$ cat src/rtl/bce_pkg.sv
package bce_pkg;

   typedef enum logic [1:0] {
      KIND_SKIP  = 2'd0,
      KIND_JUMP  = 2'd1,
      KIND_COUNT = 2'd2,
      KIND_RSVD  = 2'd3
   } bce_kind_e;

   // skip condition codes
   localparam logic [2:0] SK_EQ      = 3'd0;
   localparam logic [2:0] SK_NE      = 3'd1;
   localparam logic [2:0] SK_GE_RAW  = 3'd2;
   localparam logic [2:0] SK_GE_COR  = 3'd3;
   localparam logic [2:0] SK_LT_RAW  = 3'd4;
   localparam logic [2:0] SK_LT_COR  = 3'd5;
   localparam logic [2:0] SK_MAG_GE  = 3'd6;
   localparam logic [2:0] SK_MAG_LT  = 3'd7;

   // register-test jump codes
   localparam logic [2:0] JT_A_NNEG  = 3'd0;
   localparam logic [2:0] JT_A_NEG   = 3'd1;
   localparam logic [2:0] JT_A_ZERO  = 3'd2;
   localparam logic [2:0] JT_A_NZ    = 3'd3;
   localparam logic [2:0] JT_X_NEG   = 3'd4;
   localparam logic [2:0] JT_X_ZERO  = 3'd5;

   typedef struct packed {
      logic zero;
      logic sign;
      logic borrow;
      logic ovf;
   } bce_flags_t;

endpackage

$ cat src/rtl/bce_cmp.sv
module bce_cmp #(
   parameter int DATA_W = 16
) (
   input  logic [DATA_W-1:0]   lhs,
   input  logic [DATA_W-1:0]   rhs,
   output bce_pkg::bce_flags_t flags
);
   localparam int EXT_W = DATA_W + 1;
   localparam int MSB   = DATA_W - 1;

   logic [EXT_W-1:0] diff;

   always_comb begin
      diff         = {1'b0, lhs} - {1'b0, rhs};
      flags.zero   = (diff[MSB:0] == '0);
      flags.sign   = diff[MSB];
      flags.borrow = diff[DATA_W];
      flags.ovf    = (lhs[MSB] ^ rhs[MSB]) & (lhs[MSB] ^ diff[MSB]);
   end
endmodule

$ cat src/rtl/bce_skip_sel.sv
module bce_skip_sel (
   input  logic [2:0]          cond,
   input  bce_pkg::bce_flags_t flags,
   output logic                take
);
   import bce_pkg::*;

   logic true_lt;

   always_comb begin
      true_lt = flags.sign ^ flags.ovf;
      unique case (cond)
         SK_EQ:     take = flags.zero;
         SK_NE:     take = ~flags.zero;
         SK_GE_RAW: take = ~flags.sign;
         SK_GE_COR: take = ~true_lt;
         SK_LT_RAW: take = flags.sign;
         SK_LT_COR: take = true_lt;
         SK_MAG_GE: take = ~flags.borrow;
         default:   take = flags.borrow;
      endcase
   end
endmodule

$ cat src/rtl/bce_jump_sel.sv
module bce_jump_sel #(
   parameter int DATA_W = 16
) (
   input  logic [2:0]        cond,
   input  logic              count_mode,
   input  logic [DATA_W-1:0] reg_a,
   input  logic [DATA_W-1:0] reg_x,
   output logic              take,
   output logic [DATA_W-1:0] x_inc
);
   import bce_pkg::*;

   localparam int MSB = DATA_W - 1;
   localparam logic [DATA_W-1:0] ONE = DATA_W'(1);

   logic test_take;
   logic count_take;

   always_comb begin
      x_inc = reg_x + ONE;
      count_take = cond[0] ? x_inc[MSB] : ~x_inc[MSB];
      unique case (cond)
         JT_A_NNEG: test_take = ~reg_a[MSB];
         JT_A_NEG:  test_take = reg_a[MSB];
         JT_A_ZERO: test_take = (reg_a == '0);
         JT_A_NZ:   test_take = (reg_a != '0);
         JT_X_NEG:  test_take = reg_x[MSB];
         JT_X_ZERO: test_take = (reg_x == '0);
         default:   test_take = 1'b0;
      endcase
      take = count_mode ? count_take : test_take;
   end
endmodule

$ cat src/rtl/branch_cond_eval.sv
module branch_cond_eval #(
   parameter int DATA_W  = 16,
   parameter bit REG_OUT = 1'b1
) (
   input  logic              clk,
   input  logic              rst_n,
   input  logic              in_valid,
   input  logic [1:0]        op_kind,
   input  logic [2:0]        cond,
   input  logic [DATA_W-1:0] opnd_a,
   input  logic [DATA_W-1:0] opnd_b,
   input  logic [DATA_W-1:0] reg_a,
   input  logic [DATA_W-1:0] reg_x,
   output logic              res_valid,
   output logic              taken,
   output logic              x_wr_en,
   output logic [DATA_W-1:0] x_next
);
   import bce_pkg::*;

   generate
      if (DATA_W < 2) begin : g_bad_width
         $error("branch_cond_eval: DATA_W must be at least 2");
      end
   endgenerate

   bce_kind_e   kind;
   bce_flags_t  cmp_flags;
   logic        skip_take;
   logic        jump_take;
   logic [DATA_W-1:0] x_inc;

   logic              nx_valid;
   logic              nx_taken;
   logic              nx_wr;
   logic [DATA_W-1:0] nx_x;

   assign kind = bce_kind_e'(op_kind);

   bce_cmp #(.DATA_W(DATA_W)) u_cmp (
      .lhs   (opnd_a),
      .rhs   (opnd_b),
      .flags (cmp_flags)
   );

   bce_skip_sel u_skip (
      .cond  (cond),
      .flags (cmp_flags),
      .take  (skip_take)
   );

   bce_jump_sel #(.DATA_W(DATA_W)) u_jump (
      .cond       (cond),
      .count_mode (kind == KIND_COUNT),
      .reg_a      (reg_a),
      .reg_x      (reg_x),
      .take       (jump_take),
      .x_inc      (x_inc)
   );

   always_comb begin
      nx_valid = in_valid;
      nx_taken = 1'b0;
      nx_wr    = 1'b0;
      nx_x     = '0;
      if (in_valid) begin
         unique case (kind)
            KIND_SKIP:  nx_taken = skip_take;
            KIND_JUMP:  nx_taken = jump_take;
            KIND_COUNT: begin
               nx_taken = jump_take;
               nx_wr    = 1'b1;
               nx_x     = x_inc;
            end
            default:    nx_taken = 1'b0;
         endcase
      end
   end

   generate
      if (REG_OUT) begin : g_reg
         always_ff @(posedge clk or negedge rst_n) begin
            if (!rst_n) begin
               res_valid <= 1'b0;
               taken     <= 1'b0;
               x_wr_en   <= 1'b0;
               x_next    <= '0;
            end else begin
               res_valid <= nx_valid;
               taken     <= nx_taken;
               x_wr_en   <= nx_wr;
               x_next    <= nx_x;
            end
         end
      end else begin : g_comb
         always_comb begin
            res_valid = nx_valid;
            taken     = nx_taken;
            x_wr_en   = nx_wr;
            x_next    = nx_x;
         end
      end
   endgenerate
endmodule

$ cat config.mk
export PLATFORM = sky130hd
export DESIGN_NAME = branch_cond_eval
export DESIGN_NICKNAME = d
export VERILOG_FILES = /design/src/rtl/bce_pkg.sv /design/src/rtl/bce_cmp.sv /design/src/rtl/bce_skip_sel.sv /design/src/rtl/bce_jump_sel.sv /design/src/rtl/branch_cond_eval.sv
export SDC_FILE = /design/constraint.sdc
export NUM_CORES = 1
export LEC_CHECK = 0
export BUFFER_PORTS_ARGS = -buffer_cell sky130_fd_sc_hd__buf_4
export CAP_MARGIN = 0
export CORE_ASPECT_RATIO = 1.75
export CORE_MARGIN = 3
export CORE_UTILIZATION = 50
export CTS_BUF_LIST = sky130_fd_sc_hd__clkbuf_2 sky130_fd_sc_hd__clkbuf_4 sky130_fd_sc_hd__clkbuf_8
export DETAILED_ROUTE_END_ITERATION = 12
export PLACE_DENSITY = 0.83
export SETUP_SLACK_MARGIN = 0.05
export SLEW_MARGIN = 0
export SYNTH_ARGS = -nofsm -noshare
export SYNTH_HDL_FRONTEND = slang
export SYNTH_HIERARCHICAL = 1
export SYNTH_SLANG_ARGS = --single-unit
$ cat constraint.sdc
create_clock -name clk -period 1.18 [get_ports clk]
set_clock_uncertainty 0.1 [all_clocks]
set_input_delay 0.236 -clock clk [delete_from_list [all_inputs] [get_ports clk]]
set_output_delay 0.236 -clock clk [all_outputs]
set_load 0.02 [all_outputs]
==> flow_summary.json <==
{
  "outcome": "complete, but fails checks",
  "violations": "setup timing",
  "seq_area_frac_synth_pct": 22.0,
  "min_period_ps": 3290,
  "cts_made_buffers": 3,
  "endpoint": "taken$_DFF_PN0_",
  "finalCritPeriodShare_pct": 279,
  "via_per_inst": 6.28,
  "layout.nets": 522,
  "grt_start_max_net_pins": 20,
  "p_int_uw": 1640,
  "drv_slew": 0,
  "drt_iter0_drc": 227,
  "core_area_mm2": 0.00415,
  "ioPinCount": 91,
  "fin_area_mm2": 0.00370,
  "drive_gt1_share_pct": 48.0,
  "cts_root_buffer": "clkbuf_8",
  "seq_power_share_pct": 26.7,
  "yosysUniqueCellTypes": 57,
  "worstSetupPathType": "in -> reg",
  "synth-seq-cells": 19,
  "cts.sinks": 19,
  "max-cap-violations": 0,
  "syn_area_per_cell_um2": 8.21,
  "hp-class": "in -> reg",
  "row_count": 31,
  "grt_use_total_pct": 35.5,
  "synth-edff-count": 0,
  "start_kind": "primary input",
  "setup_slack_ps": -2110,
  "stdcell_count": 476,
  "wl_per_cell_um": 20.4,
  "dieArea_mm2": 0.00517,
  "finalPower_uw": 2550,
  "arrival_ps": 3360,
  "clock_path_buffers": 2,
  "clk_pin_slew_worst_paths_ps": 70,
  "async_reset_ff_share_pct": 100,
  "syn_nets": 357,
  "port_buffers": 90,
  "finalSetupViolCount": 10,
  "ys_warn_count": 6,
  "start_util_pct": 52.0,
  "cp_max_fo": 3,
  "synth_flop_cell": "dfrtp_1",
  "antenna_found_initial": 0,
  "vias": 2987,
  "tns_ps": -3520,
  "post-dp-hpwl_mm": 6.01,
  "synth_area_mm2": 0.00216,
  "syn_inst": 263,
  "tritoncts": "built",
  "grt_pass1_vias": 3155,
  "die_h_um": 92.9,
  "comb_power_share_pct": 54.5,
  "area_delta_synth_final_pct": 71.7,
  "timing_hold_violations_final": 0,
  "drc": 0,
  "first_pass_iters": 5,
  "dpl_cell_area_mm2": 0.00345,
  "p_per_area_mw_per_mm2": 689,
  "pwr-share-clk_pct": 18.8,
  "rsz0062_at_grt": "true",
  "fmax_mhz": 304,
  "dp.cells": 465,
  "globalplace.congestion": 0.941,
  "grt.overflow.total": 0,
  "antenna_left": 0,
  "routed_wl_mm": 9.70,
  "final_util_pct": 89.3,
  "cp-startpoint": "opnd_b[4]",
  "worst_pin_slew_ps": 450,
  "p_switching_uw": 915,
  "slew_headroom_pct": 69.8,
  "die_w_um": 55.7,
  "p_sw_share_pct": 35.9,
  "peakVddDrop_mv": 0.716,
  "diodes": 0,
  "htree_levels": 1,
  "fillerInstances": 202,
  "cp-end-kind": "flop",
  "cp.required_ps": 1250,
  "grt_pass1_wl_mm": 14.5,
  "leakage_uw": 0.00189
}
## logic make-up (layout without fill, tap and decap cells)
| kind of cell | count (synthesis) | in the layout | synth area share (%) |
|---|---|---|---|
| AND/OR/NAND/NOR | 117 | 117 | 32.3 |
| AO/OA/AOI/OAI | 52 | 52 | 16.5 |
| buffers and inverters | 30 | 194 | 6.26 |
| adder cells (fa/ha/maj) | 22 | 22 | 13.1 |
| XOR/XNOR | 21 | 21 | 8.87 |
| flip-flops | 19 | 19 | 22.0 |
| multiplexers | 2 | 2 | 0.928 |
## cells in the mapped netlist (2+ instances only)
cell / instances / area share, %
and3_1: 12 / 3.5
xor2_1: 6 / 2.4
and3_2: 8 / 2.8
nand2_1: 16 / 2.8
ha_1: 21 / 12
o21ai_0: 8 / 1.9
nand3_1: 13 / 3.0
o22ai_1: 2 / 0.58
buf_6: 3 / 1.6
inv_1: 26 / 4.5
o21ai_1: 2 / 0.46
nand4_1: 7 / 2.0
nor4_1: 7 / 2.0
nor2b_1: 4 / 1.2
o2111ai_1: 3 / 1.2
nor3_1: 5 / 1.2
o211a_1: 2 / 0.93
o21a_1: 2 / 0.70
o31ai_1: 3 / 1.0
nand3b_1: 2 / 0.70
a21oi_1: 12 / 2.8
nand2b_1: 3 / 0.87
a31oi_1: 6 / 1.7
nor2_1: 17 / 3.0
xnor2_1: 14 / 5.7
nor4b_1: 2 / 0.81
or2b_1: 2 / 0.70
and2_1: 2 / 0.58
dfrtp_1: 19 / 22
or2_2: 3 / 0.87
mux2i_1: 2 / 0.93
or3_1: 4 / 1.2
## layout by cell type, fill, tap and decap left out, types with 3 or more instances in the layout
| cell type | Yosys | layout |
|---|---|---|
| nor3_1 | 5 | 5 |
| or3_1 | 4 | 4 |
| buf_4 | 0 | 141 |
| nand2_1 | 16 | 12 |
| xor2_1 | 6 | 6 |
| nor2b_1 | 4 | 4 |
| ha_1 | 21 | 17 |
| and3_2 | 8 | 4 |
| o31ai_1 | 3 | 3 |
| buf_6 | 3 | 20 |
| xnor2_1 | 14 | 13 |
| nor2_1 | 17 | 15 |
| nand2_2 | 0 | 3 |
| and3_1 | 12 | 11 |
| nand2b_1 | 3 | 3 |
| nand3_1 | 13 | 11 |
| clkbuf_8 | 0 | 3 |
| nor4_1 | 7 | 7 |
| or2_2 | 3 | 3 |
| a31oi_1 | 6 | 6 |
| nand4_1 | 7 | 7 |
| dfrtp_1 | 19 | 19 |
| o21ai_0 | 8 | 8 |
| a21oi_1 | 12 | 11 |
| ha_4 | 0 | 3 |
| and3_4 | 0 | 5 |
| inv_1 | 26 | 24 |
## registers in the layout (all words and copies together) (netlist names)
signal	flops
res_valid	1
taken	1
x_wr_en	1
x_next	16
## final cells by class
class | count | area, um^2 | share of cell area (%)
timing repair buffer | 164 | 1320 | 35.7
tap | 49 | 61.3 | 1.65
inverter | 26 | 110 | 2.97
clock buffer | 4 | 48.8 | 1.32
sequential | 19 | 475 | 12.8
multi-input combinational | 214 | 1690 | 45.5
## worst max-delay path, cell delays in order
cell and delay [ps]:
buf_8 90, inv_12 30, ha_4 230, a21o_1 170
or2_1 230, or3_1 310, a2111o_1 380, nor4_2 170
o2111ai_1 200, a2111oi_4 260, or2b_1 300, a21oi_2 130
a2111oi_1 60, a31oi_1 210, a22oi_1 120, nor3b_2 230
## layer usage
layer / track usage, % / vias to the layer above / part of all wire, %
li1: - / 1293 / -
met1: 31.4 / 1366 / 31
met2: 68.5 / 238 / 54
met3: 6.14 / 90 / 7.5
met4: 26.6 / 0 / 8.0
met5: 0 / - / 0
## worst min path at each step
stage / from / to / slack [ps] / cells past startpoint
after floorplan: rst_n / res_valid$_DFF_PN0_ / -160 / 0
after global placement: rst_n / x_next[15]$_DFF_PN0_ / 10 / 1
after detailed placement: rst_n / x_next[2]$_DFF_PN0_ / 20 / 1
after CTS: in_valid / res_valid$_DFF_PN0_ / 110 / 1
after global routing: in_valid / res_valid$_DFF_PN0_ / 110 / 1
final: in_valid / res_valid$_DFF_PN0_ / 110 / 1
## what timing repair did
item	CTS	global route
hold buffers	1	0
pin swaps	18	6
hold endpoints to repair	19	0
setup endpoints to repair	14	24
buffers inserted	11	3
resized for setup	26	14
## per-stage QoR
stage,hold slack (ps),setup WS (ps)
floorplan,-160,-2030
global placement,10.4,-2160
detailed placement,18.0,-2280
CTS,106,-1910
global route,110,-2380
finish,114,-2110
## power by group through the flow
stage	sequential (uW)	combinational, uW	clock (uW)
after floorplan	716	574	0
after global placement	689	1190	0
after detailed placement	690	1230	0
after CTS	680	1280	472
after global routing	683	1490	512
final	683	1390	480
Note: power is estimated with default switching activity, not from simulation.
